===== src/rtl/f31_pkg.sv =====
package f31_pkg;
    localparam int EW = 5;
    localparam int PW = 2 * EW;
    localparam logic [EW-1:0] MODQ = 5'd31;

    typedef logic [EW-1:0] elem_t;

    typedef enum logic [2:0] {
        ST_IDLE,
        ST_P1,
        ST_P2,
        ST_P3,
        ST_P4,
        ST_DONE
    } step_e;

    // Reduce a 10-bit value mod 31 using 32 == 1 (mod 31).
    function automatic elem_t fold_mod(input logic [PW-1:0] v);
        logic [EW:0] s;
        logic [EW:0] t;
        s = {1'b0, v[PW-1:EW]} + {1'b0, v[EW-1:0]};
        t = {{EW{1'b0}}, s[EW]} + {1'b0, s[EW-1:0]};
        if (t >= {1'b0, MODQ}) begin
            t = t - {1'b0, MODQ};
        end
        return t[EW-1:0];
    endfunction
endpackage


===== src/rtl/f31_lane_mr.sv =====
module f31_lane_mr
    import f31_pkg::*;
(
    input  logic [EW-1:0] p_i,
    input  logic [EW-1:0] r_i,
    output logic [EW-1:0] m_o
);
    logic [PW-1:0] sq_w;
    logic [EW-1:0] sqr_w;
    logic [PW-1:0] pr_w;

    always_comb begin
        sq_w  = PW'(r_i) * PW'(r_i);
        sqr_w = fold_mod(sq_w);
        pr_w  = PW'(p_i) * PW'(sqr_w);
        m_o   = fold_mod(pr_w);
    end
endmodule


===== src/rtl/f31_inv_ctrl.sv =====
module f31_inv_ctrl
    import f31_pkg::*;
(
    input  logic clk,
    input  logic rst_n,
    input  logic start_i,
    output logic accept_o,
    output logic first_o,
    output logic unit_o,
    output logic last_o,
    output logic busy_o,
    output logic done_o
);
    typedef struct packed {
        step_e st;
    } ctrl_t;

    ctrl_t c_d, c_q;

    always_comb begin
        c_d      = c_q;
        busy_o   = (c_q.st == ST_P1) || (c_q.st == ST_P2) ||
                   (c_q.st == ST_P3) || (c_q.st == ST_P4);
        done_o   = (c_q.st == ST_DONE);
        accept_o = start_i && !busy_o;
        first_o  = (c_q.st == ST_P1);
        unit_o   = (c_q.st == ST_P3);
        last_o   = (c_q.st == ST_P4);
        case (c_q.st)
            ST_IDLE, ST_DONE: c_d.st = accept_o ? ST_P1 : ST_IDLE;
            ST_P1:            c_d.st = ST_P2;
            ST_P2:            c_d.st = ST_P3;
            ST_P3:            c_d.st = ST_P4;
            ST_P4:            c_d.st = ST_DONE;
            default:          c_d.st = ST_IDLE;
        endcase
    end

    always_ff @(posedge clk) begin
        if (!rst_n) begin
            c_q.st <= ST_IDLE;
        end else begin
            c_q <= c_d;
        end
    end
endmodule


===== src/rtl/f31_vec_inv.sv =====
module f31_vec_inv
    import f31_pkg::*;
#(
    parameter int LANES = 8
) (
    input  logic                clk,
    input  logic                rst_n,
    input  logic                start_i,
    input  logic [LANES*EW-1:0] x_i,
    output logic [LANES*EW-1:0] inv_o,
    output logic [LANES-1:0]    zero_o,
    output logic                busy_o,
    output logic                done_o
);
    localparam int VW = LANES * EW;

    typedef struct packed {
        logic [LANES-1:0][EW-1:0] x;
        logic [LANES-1:0][EW-1:0] y;
        logic [LANES-1:0][EW-1:0] res;
        logic [LANES-1:0]         zf;
    } dp_t;

    dp_t d_d, d_q;

    logic accept_w, first_w, unit_w, last_w;
    logic [LANES-1:0][EW-1:0] p_w, r_w, m_w;

    f31_inv_ctrl ctrl_i (
        .clk      (clk),
        .rst_n    (rst_n),
        .start_i  (start_i),
        .accept_o (accept_w),
        .first_o  (first_w),
        .unit_o   (unit_w),
        .last_o   (last_w),
        .busy_o   (busy_o),
        .done_o   (done_o)
    );

    // Pass 1: x*x*x, pass 2: x*y*y, pass 3: 1*y*y, pass 4: x*y*y.
    for (genvar g = 0; g < LANES; g++) begin : g_lane
        assign p_w[g] = unit_w ? EW'(1) : d_q.x[g];
        assign r_w[g] = first_w ? d_q.x[g] : d_q.y[g];
        f31_lane_mr mr_i (
            .p_i (p_w[g]),
            .r_i (r_w[g]),
            .m_o (m_w[g])
        );
    end

    always_comb begin
        d_d = d_q;
        if (accept_w) begin
            for (int i = 0; i < LANES; i++) begin
                d_d.x[i] = (x_i[i*EW +: EW] == MODQ) ? '0 : x_i[i*EW +: EW];
            end
        end
        if (busy_o) begin
            d_d.y = m_w;
        end
        if (last_w) begin
            d_d.res = m_w;
            for (int i = 0; i < LANES; i++) begin
                d_d.zf[i] = (d_q.x[i] == '0);
            end
        end
    end

    always_ff @(posedge clk) begin
        if (!rst_n) begin
            d_q <= '0;
        end else begin
            d_q <= d_d;
        end
    end

    assign inv_o  = VW'(d_q.res);
    assign zero_o = d_q.zf;
endmodule


===== config.mk =====
export PLATFORM = sky130hd
export DESIGN_NAME = f31_vec_inv
export DESIGN_NICKNAME = d
export VERILOG_FILES = /design/src/rtl/f31_pkg.sv /design/src/rtl/f31_lane_mr.sv /design/src/rtl/f31_inv_ctrl.sv /design/src/rtl/f31_vec_inv.sv
export SDC_FILE = /design/constraint.sdc
export NUM_CORES = 1
export LEC_CHECK = 0
export ABC_CLOCK_PERIOD_IN_PS = 31800
export BUFFER_PORTS_ARGS = -buffer_cell sky130_fd_sc_hd__buf_4
export CAP_MARGIN = 10
export CORE_ASPECT_RATIO = 1.75
export CORE_MARGIN = 2
export CORE_UTILIZATION = 52
export DETAILED_ROUTE_END_ITERATION = 6
export GPL_TIMING_DRIVEN = 0
export PLACE_DENSITY = 0.69
export SYNTH_ARGS = -nofsm -noshare
export SYNTH_HDL_FRONTEND = slang
export SYNTH_SLANG_ARGS = --single-unit
export TNS_END_PERCENT = 20

===== constraint.sdc =====
create_clock -name clk -period 31.8 [get_ports clk]
set_input_delay 6.36 -clock clk [delete_from_list [all_inputs] [get_ports clk]]
set_output_delay 6.36 -clock clk [all_outputs]
set_load 0.02 [all_outputs]

* Word-level counts from Yosys, hierarchy flattened
Index checks and enable logic that the tools add are counted.
Storage, ports and cells: register bits after elaboration 131, input bits 43
Operators by class: add/sub/neg operators 48, $mul 16, magnitude comparators 16, equality and inequality tests 13, multiplexer cells 42, reduce and logical (&&, ||, !) cells 15
Operator list (number):
- $mux 5 | 40
- $mul 5x5->10 | 16
- $add 1x5->6 | 16
- $add 5x5->6 | 16
- $ge 6x5->1 const B | 16
- $sub 5x5->5 const B | 16
- $eq 5x5->1 const B | 8
- $logic_not 5->1 | 8
- $pmux 3 s5 | 1
- $eq 3x2->1 const B | 2
- $eq 3x3->1 const B | 2
- $eq 3x1->1 const B | 1
- $logic_not 3->1 | 1
- $logic_or 1x1->1 | 3
- $reduce_or 2->1 | 1
- $logic_and 1x1->1 | 1
- $logic_not 1->1 | 1
- $mux 1 | 1

* Depth between registers and ports, before layout
Gate-level depths: netlist of run 1.
word-level depth 12, depth in mapped cells 59, depth with buffers taken out 54

* Cells and area by module
A second synthesis of run 1 with hierarchy kept.
Second synthesis, totals: cells, all modules 2962, area, all modules 24425.9 um^2
By module, submodules not included:
- f31_lane_mr (g_lane[0].mr_i ...) | times used 4, cells an instance 292, area each 2227.1 um^2, sequential area each 0.0 um^2
- f31_lane_mr (g_lane[3].mr_i ...) | times used 3, cells an instance 289, area each 2227.1 um^2, sequential area each 0.0 um^2
- f31_vec_inv | times used 1, cells an instance 614, area each 6409.9 um^2, sequential area each 2562.5 um^2
- f31_lane_mr (g_lane[4].mr_i) | times used 1, cells an instance 292, area each 2229.6 um^2, sequential area each 0.0 um^2
- f31_inv_ctrl | times used 1, cells an instance 21, area each 196.4 um^2, sequential area each 60.1 um^2

* Worst setup path after synthesis of run 1
OpenSTA, ideal clock, no wires.
path kind reg-to-reg, start reg ctrl_i.c_q[2] (netlist bit), end reg d_q[74] (netlist bit), arrival time 12.391 ns, data required time 31.663 ns, slack 19.271 ns, stages on the path, launching flop included 53, cell sequence dfxtp_1 > buf_2 > nor3b_1 > buf_4 > buf_2 > buf_2 > mux2i_1 > or2_2 > fa_1 > fa_1 > fa_1 > inv_1 > ha_1 > or2_2 > a21oi_1 > a21oi_1 > xor2_1 > ha_1 > [... 17 more ...] > ha_1 > a21oi_1 > nor2b_1 > o21a_1 > nor2_1 > xnor2_1 > ha_1 > or2_2 > and3_1 > o21ai_0 > nand2b_1 > ha_1 > ha_1 > ha_1 > a31oi_1 > nor4b_4 > mux2i_1 > a211oi_1
Between the ends: word-level cells in the longest chain between the ends 12, elaborated cells between the ends (all ways) 21, classes of those cells 6 x add/sub; 2 x mul; 2 x order compare; 4 x eq/ne; 4 x mux; 3 x reduce/logical
Ends and longest elaborated chain:
- start, declared | RTL line f31_inv_ctrl.sv:18 | ctrl_t c_d, c_q;
- $eq 3x1->1 | RTL line f31_inv_ctrl.sv:22, f31_inv_ctrl.sv:26
- $mux 5 | RTL line f31_vec_inv.sv:44 | assign r_w[g] = first_w ? d_q.x[g] : d_q.y[g];
- $mul 5x5->10 | RTL line f31_lane_mr.sv:13 | sq_w = PW'(r_i) * PW'(r_i);
- $add 5x5->6 | RTL line f31_pkg.sv:21 | s = {1'b0, v[PW-1:EW]} + {1'b0, v[EW-1:0]};
- $add 1x5->6 | RTL line f31_pkg.sv:22 | t = {{EW{1'b0}}, s[EW]} + {1'b0, s[EW-1:0]};
- $sub 5x5->5 / $ge 6x5->1 (equally long branches) | RTL line f31_pkg.sv:24, f31_pkg.sv:23
- $mux 5 | RTL line f31_pkg.sv:23 | if (t >= {1'b0, MODQ}) begin
- $mul 5x5->10 | RTL line f31_lane_mr.sv:15 | pr_w = PW'(p_i) * PW'(sqr_w);
- $add 5x5->6 | RTL line f31_pkg.sv:21
- $add 1x5->6 | RTL line f31_pkg.sv:22
- $sub 5x5->5 / $ge 6x5->1 (equally long branches) | RTL line f31_pkg.sv:24, f31_pkg.sv:23
- $mux 5 | RTL line f31_pkg.sv:23
- end signal, assigned | RTL line f31_vec_inv.sv:72 | d_q <= '0;
- end signal, assigned | RTL line f31_vec_inv.sv:74 | d_q <= d_d;
- end, declared | RTL line f31_vec_inv.sv:24 | dp_t d_d, d_q;
Several ways; a longest one is shown, not always the timed one. A chain may end at the register's enable or synchronous reset.

* Worst setup path in the final report of run 1
start reg ctrl_i.c_q[2] (netlist bit), end reg d_q[64] (netlist bit)
Same word-level chain as after synthesis.

==> results.tsv, run 1 <==
metric	value	unit
period utilization	49.1	%
WHS Endpoint	zero_o[4]$_SDFFE_PN0P_	
Final Power	922	uW
Sw Ratio	45.9	%
EDFF count, synth	0	
Layout Nets	3520	
Die Y	282	um
die width	163	um
Crit Path Class	flop to flop	
Slowest cell on crit path	clkbuf_1	
Core Footprint	43500	sq um
initial antenna violation count	0	
First DRT Iteration DRCs	1648	
Slew headroom	11.9	%
ys flop type	dfxtp_1	
fmax	64.0	MHz
CTS root buffer	clkbuf_16	
CTS tree	built	
Setup TNS	0	ns
CP Max Fanout	10	
synth unique cells	85	
CTS clk-pin slew, worst paths	0.06	ns
Reg area	2620	sq um
FF+latch count, synth	131	
CP endpoint kind	flop	
net count after synthesis	3408	
Via Count	22084	
CP Launch Type	flop	
Antenna Diode Count	0	
critical path data arrival time	15.89	ns
Synth warnings	0	
Worst-Margin Slew	1.32	ns
Routed Antenna Nets	0	
vias in the first global route	22400	
Syn Inst Count	2909	
hold-fix buffers at CTS	0	
Worst Reg-to-Reg Cells	54	
Area Overhead vs Synth	8.91	%
first-pass GRT wire length	113000	um
part of the power in registers	22.0	%
status	complete, no violations	
data required time at the worst endpoint	32.07	ns
Post-synth ARST share	0	%
TritonCTS Buffers	17	
Comb power frac	54.3	%
Crit path top cell by count	ha_1	
reg2reg end	d_q[64]$_SDFFE_PN0P_	
Remaining DRCs	0	
largest cells by area after synthesis	ha_1 (19%), dfxtp_1 (11%), fa_1 (9.8%), xnor2_1 (4.4%), nor2_1 (4.3%)	
wire per inst	19.8	um
top-area cell type share of the netlist area	18.8	%
Die ar.	45900	sq um
Setup violations, final	0	
gp weighted congestion	0.951	
pwr/cell area	36.9	nW/um^2
I/O pin count	93	
post-CTS setup buffer count	0	
final clock skew	0.00725	ns
total congestion overflow	0	
hold path startpoint	zero_o[4]$_SDFFE_PN0P_	
placed cells	3568	
CP peak stage delay	0.77	ns
internal power	498	uW
pin count of the biggest net entering global routing	17	
Via density	6.13	
fin. max-slew vios	0	
total wire length	71500	um
# H-tree levels	4	
IO Port Bufs	92	
Initial Util	52.8	%
total track usage	31.0	%
Filler Cells Inserted	4069	
RSZ-0062 raised after global routing	no	
VDD IR max	0.0357	mV
Resize count post-CTS	0	
setup slack, reg-to-reg	16.18	ns
Cell Count, Final, Fillers Out	3600	
final hold violation count	0	
fraction of layout cells with a size suffix above 1	10.2	%
Sink Count	131	
Max-cap violations	0	
num rows	101	
Sw Pwr	424	uW
crit path time final	15.62	ns
final core occ	57.5	%
TritonRoute pass-1 iters	5	
Synth area leader	ha_1	
Mapped Avg Cell Area	7.89	sq um
leak pwr	12.1	nW
Clk network pwr share	23.6	%
Multi-input gate area	18700	sq um
dpl hpwl	56500	um
HP Class	flop to flop	
R2R Path Start	ctrl_i.c_q[2]$_SDFF_PN0_	
Clock Latency Late Sink	0.44	ns
register area share after synthesis	11.4	%
Min-Delay Path Depth	2	
Clock Path Buffers	2	
area of the mapped netlist	23000	sq um
[logic make-up after synthesis]
kind of cell	after synthesis	share of synthesized area (%)
AOI/OAI and AO/OA	539	15.7
buffers and inverters	382	7.16
adders and majority gates	459	28.7
and+or+nand+nor	1119	25.4
DFF	131	11.4
xor gates and xnor gates	180	7.23
muxes	99	4.44
[power by group through the flow]
| stage | clock, mW | combinational [mW] | sequential, mW |
|---|---|---|---|
| after detailed placement | 0 | 0.491 | 0.206 |
| after global placement | 0 | 0.476 | 0.205 |
| after floorplan | 0 | 0.361 | 0.196 |
| after global routing | 0.221 | 0.548 | 0.205 |
| final | 0.218 | 0.501 | 0.203 |
| after CTS | 0.217 | 0.495 | 0.202 |
[cell type report]
class,instances,area share [%]
tap,566,2.83
timing repair buffer,93,2.82
clock inverter,15,0.826
buffer,136,2.88
inverter,246,3.69
clock buffer,17,1.70
multi-input combinational,2396,74.7
sequential,131,10.5
[Yosys cell counts, drive strengths merged (13+ instances only)]
cell type and n:
o211ai 13, a21oi 154, xnor2 115, o21a 26, mux2 22, nand3 139
a31oi 42, nand2b 57, buf 63, dfxtp 131, nand2 228, nor4b 16
o21ai 95, nand4b 18, nor4 22, a21o 41, ha 344, nor2b 52
o21ba 14, o21bai 17, a211oi 23, and2 16, nand4 27, or2 75
o311ai 26, nor2 266, fa 112, or4 25, or3 19, o41ai 13
xor2 59, mux2i 77, nor3 87, a2111oi 13, and3 31, clkbuf 73
inv 245
[through the flow]
stage | area (sq um) | hold slack, ns | setup WS, ns
2_1_floorplan | 23000 | 0.452 | 19.27
3_3_place_gp | 24400 | 0.480 | 16.88
3_5_place_dp | 24400 | 0.488 | 16.41
4_1_cts | 25000 | 0.505 | 16.35
5_1_grt | 25000 | 0.535 | 15.52
6_report | 25000 | 0.506 | 16.18
[how the worst max path moves through the flow]
| stage | from | endpoint | slack [ns] | cells past startpoint |
|---|---|---|---|---|
| 2_1_floorplan | ctrl_i.c_q[2]$_SDFF_PN0_ | d_q[74]$_SDFFE_PN0P_ | 19.27 | 52 |
| 3_3_place_gp | ctrl_i.c_q[2]$_SDFF_PN0_ | d_q[59]$_SDFFE_PN0P_ | 16.88 | 50 |
| 3_5_place_dp | ctrl_i.c_q[2]$_SDFF_PN0_ | d_q[64]$_SDFFE_PN0P_ | 16.41 | 53 |
| 4_1_cts | ctrl_i.c_q[2]$_SDFF_PN0_ | d_q[64]$_SDFFE_PN0P_ | 16.35 | 53 |
| 5_1_grt | ctrl_i.c_q[1]$_SDFF_PN0_ | d_q[64]$_SDFFE_PN0P_ | 15.52 | 54 |
| 6_report | ctrl_i.c_q[2]$_SDFF_PN0_ | d_q[64]$_SDFFE_PN0P_ | 16.18 | 54 |
[layer usage]
layer	global-route usage (%)	up-vias	routed length (um)
met3	4.00	289	4470
met4	23.0	0	5980
li1	-	10489	-
met2	54.8	784	34600
met1	33.6	10522	26400
met5	0	-	0
[sequential cells by signal, indices dropped and copies added (netlist names)]
name / count
ctrl_i.c_q: 3
zero_o: 8
d_q: 80
inv_o: 40
[critical path, delay by kind of cell, from the launching register on]
family | cells | cell delay, ns
mux | 2 | 0.71
buf+inv | 9 | 2.87
fa+ha+maj | 15 | 5.55
compound gates | 13 | 2.70
simple gates | 12 | 2.74
xor+xnor | 3 | 0.58
flops | 1 | 0.29
[layout by cell type, fill, tap and decap left out, types with 77 or more instances in the layout]
cell type / count
fa_1: 112
dfxtp_1: 131
o21ai_0: 92
nor3_1: 87
xnor2_1: 115
nor2_1: 266
nand3_1: 139
ha_1: 344
a21oi_1: 154
buf_4: 143
inv_1: 244
mux2i_1: 77
nand2_1: 228
No activity file was read; power rests on OpenSTA's default activity.
==> run 2, diff against run 1 <==
- ABC_AREA: unset -> 1
- ABC_CLOCK_PERIOD_IN_PS: 31800 -> 13300
- PLACE_DENSITY: 0.69 -> 0.72
- clock period: 31.8 -> 13.3 ns (I/O delays scaled with it)
==> results.tsv, run 2 <==
metric	value	unit
Remaining DRCs	0	
Setup violations, final	0	
Max-cap violations	0	
fraction of layout cells with a size suffix above 1	8.64	%
commonest non-fill, non-tap cell in the layout	inv_1	
Routed Antenna Nets	0	
Via density	5.30	
ys flop type	dfxtp_1	
status	complete, no violations	
Synth Area in Adders	29.6	%
Die Y	277	um
top-area cell type share of the netlist area	19.5	%
fin. max-slew vios	0	
Via Count	20996	
CP endpoint kind	flop	
Commonest cells post-synth	inv_1 (653), nand2_1 (550), nor2_1 (374)	
Clock Path Buffers	2	
setup slack, reg-to-reg	1.15	ns
register area share after synthesis	11.9	%
vias in the first global route	21000	
total track usage	27.6	%
IO Port Bufs	92	
HP Class	flop to flop	
R2R Path Start	ctrl_i.c_q[1]$_SDFF_PN0_	
num rows	100	
leak pwr	13.8	nW
fmax	82.3	MHz
most numerous cell in the Yosys netlist	inv_1	
First DRT Iteration DRCs	1235	
Die ar.	44300	sq um
largest family of logic cells by synthesized area	adder cells	
Synth Area in Compound Gates	10.9	%
hold path startpoint	d_q[111]$_SDFFE_PN0P_	
Syn Inst Count	3278	
Worst Reg-to-Reg Cells	61	
EDFF count, synth	0	
Crit path top cell by count	nand2_1	
first-pass GRT wire length	98700	um
Initial Util	52.3	%
Antenna Diode Count	0	
I/O pin count	93	
CP Max Fanout	10	
TritonRoute pass-1 iters	6	
CTS clk-pin slew, worst paths	0.06	ns
post-CTS setup buffer count	0	
total congestion overflow	0	
Clock Latency Late Sink	0.44	ns
initial antenna violation count	0	
CP peak stage delay	0.57	ns
VDD IR max	0.105	mV
total wire length	60300	um
CP Launch Type	flop	
Slowest cell on crit path	fa_1	
Largest register FFs	80	
wire per inst	15.2	um
Worst-Margin Slew	1.05	ns
Layout Nets	3888	
Area Overhead vs Synth	8.87	%
Simple-Gate Fraction of Synth Area	27.2	%
data required time at the worst endpoint	13.69	ns
net count after synthesis	3777	
Resize count post-CTS	0	
Sink Count	131	
crit path time final	12.15	ns
reg2reg end	inv_o[5]$_SDFFE_PN0P_	
TritonCTS Buffers	17	
Crit Path Class	flop to flop	
CTS root buffer	clkbuf_16	
Most flops, register	d_q	
commonest cells after routing, fill and taps aside	inv_1 (653), nand2_1 (550), nor2_1 (374), ha_1 (344), nand3_1 (300)	
pin count of the biggest net entering global routing	17	
Synth warnings	0	
gp weighted congestion	0.891	
area of the mapped netlist	22100	sq um
# H-tree levels	4	
critical path data arrival time	12.54	ns
synth unique cells	43	
Slew headroom	30.0	%
DP Worst Slack	1.26	ns
dpl hpwl	49900	um
FF+latch count, synth	131	
die width	160	um
Post-synth ARST share	0	%
largest cells by area after synthesis	ha_1 (19%), dfxtp_1 (12%), inv_1 (11%), fa_1 (10%), nand2_1 (9.3%)	
Core Footprint	42300	sq um
Min-Delay Path Depth	2	
Synth area leader	ha_1	
XOR/XNOR Fraction of Synth Area	6.50	%
Setup TNS	0	ns
final hold violation count	0	
Mapped Avg Cell Area	6.75	sq um
period utilization	91.4	%
PnR worst setup slack	1.15	ns
hold-fix buffers at CTS	0	
pwr/cell area	157	nW/um^2
final clock skew	0.00796	ns
CTS tree	built	
WHS Endpoint	d_q[111]$_SDFFE_PN0P_	
proportion of synthesized area in mux cells	0	%
Filler Cells Inserted	4268	
RSZ-0062 raised after global routing	no	
-- run 2: cell types whose count changed after synthesis, moves of 70 or more --
| cell | before | now |
|---|---|---|
| nand3_1 | 139 | 300 |
| nor2_1 | 266 | 374 |
| inv_1 | 244 | 653 |
| mux2i_1 | 77 | 0 |
| xnor2_1 | 115 | 45 |
| nand2_1 | 228 | 550 |
| nor3_1 | 87 | 14 |
-- run 2: cell type report --
class / count / area, sq um / area share [%]
Multi-Input combinational cell: 2387 / 16400 / 68.2
Inverter: 660 / 2480 / 10.3
Buffer: 100 / 601 / 2.49
Clock buffer: 19 / 433 / 1.80
Sequential cell: 131 / 2620 / 10.9
Tap cell: 561 / 702 / 2.92
Clock inverter: 13 / 135 / 0.561
Timing Repair Buffer: 92 / 691 / 2.87
-- run 2: cell families after synthesis --
| logic type | Yosys count |
|---|---|
| fa+ha+maj | 456 |
| simple gates | 1372 |
| flops | 131 |
| compound gates | 407 |
| buf+inv | 760 |
| xor+xnor | 152 |
-- run 2: worst max-delay path by stage --
stage	cells after the start	startpoint	endpoint
after floorplan	63	ctrl_i.c_q[1]$_SDFF_PN0_	inv_o[37]$_SDFFE_PN0P_
after global placement	60	ctrl_i.c_q[1]$_SDFF_PN0_	inv_o[5]$_SDFFE_PN0P_
after detailed placement	60	ctrl_i.c_q[1]$_SDFF_PN0_	inv_o[5]$_SDFFE_PN0P_
after CTS	60	ctrl_i.c_q[1]$_SDFF_PN0_	inv_o[5]$_SDFFE_PN0P_
after global routing	65	ctrl_i.c_q[1]$_SDFF_PN0_	d_q[85]$_SDFFE_PN0P_
final	61	ctrl_i.c_q[1]$_SDFF_PN0_	inv_o[5]$_SDFFE_PN0P_
-- run 2: layer usage --
layer / track usage, % / part of all wire (%)
met1: 28.1 / 36
met2: 55.1 / 54
met3: 3.32 / 4.9
met4: 12.3 / 4.7
met5: 0 / 0
-- run 2: per-stage QoR --
stage	power, mW	hold slack (ns)	util, %	cell area (sq um)	std cells
finish	3.78	0.504	56.9	24100	3963
global route	4.18	0.530	56.9	24100	3963
detailed placement	3.30	0.493	55.6	23500	3931
global placement	3.27	0.487	55.6	23500	3931
floorplan	2.66	0.465	-	22100	3278
CTS	3.78	0.502	56.9	24100	3963
-- run 2: critical path: cells and delay by family (launching register included) --
kind,cells,cell delay [ns]
fa+ha+maj,14,5.34
simple gates,21,2.28
compound gates,11,1.78
buf+inv,11,1.31
xor+xnor,4,0.92
flops,1,0.44
-- run 2: power by group --
part / internal, mW / leakage [nW] / switching (mW)
clock network: 0.275 / 0.266 / 0.191
registers: 0.463 / 1.07 / 0.0389
logic: 0.981 / 12.5 / 1.83
total: 1.72 / 13.8 / 2.06
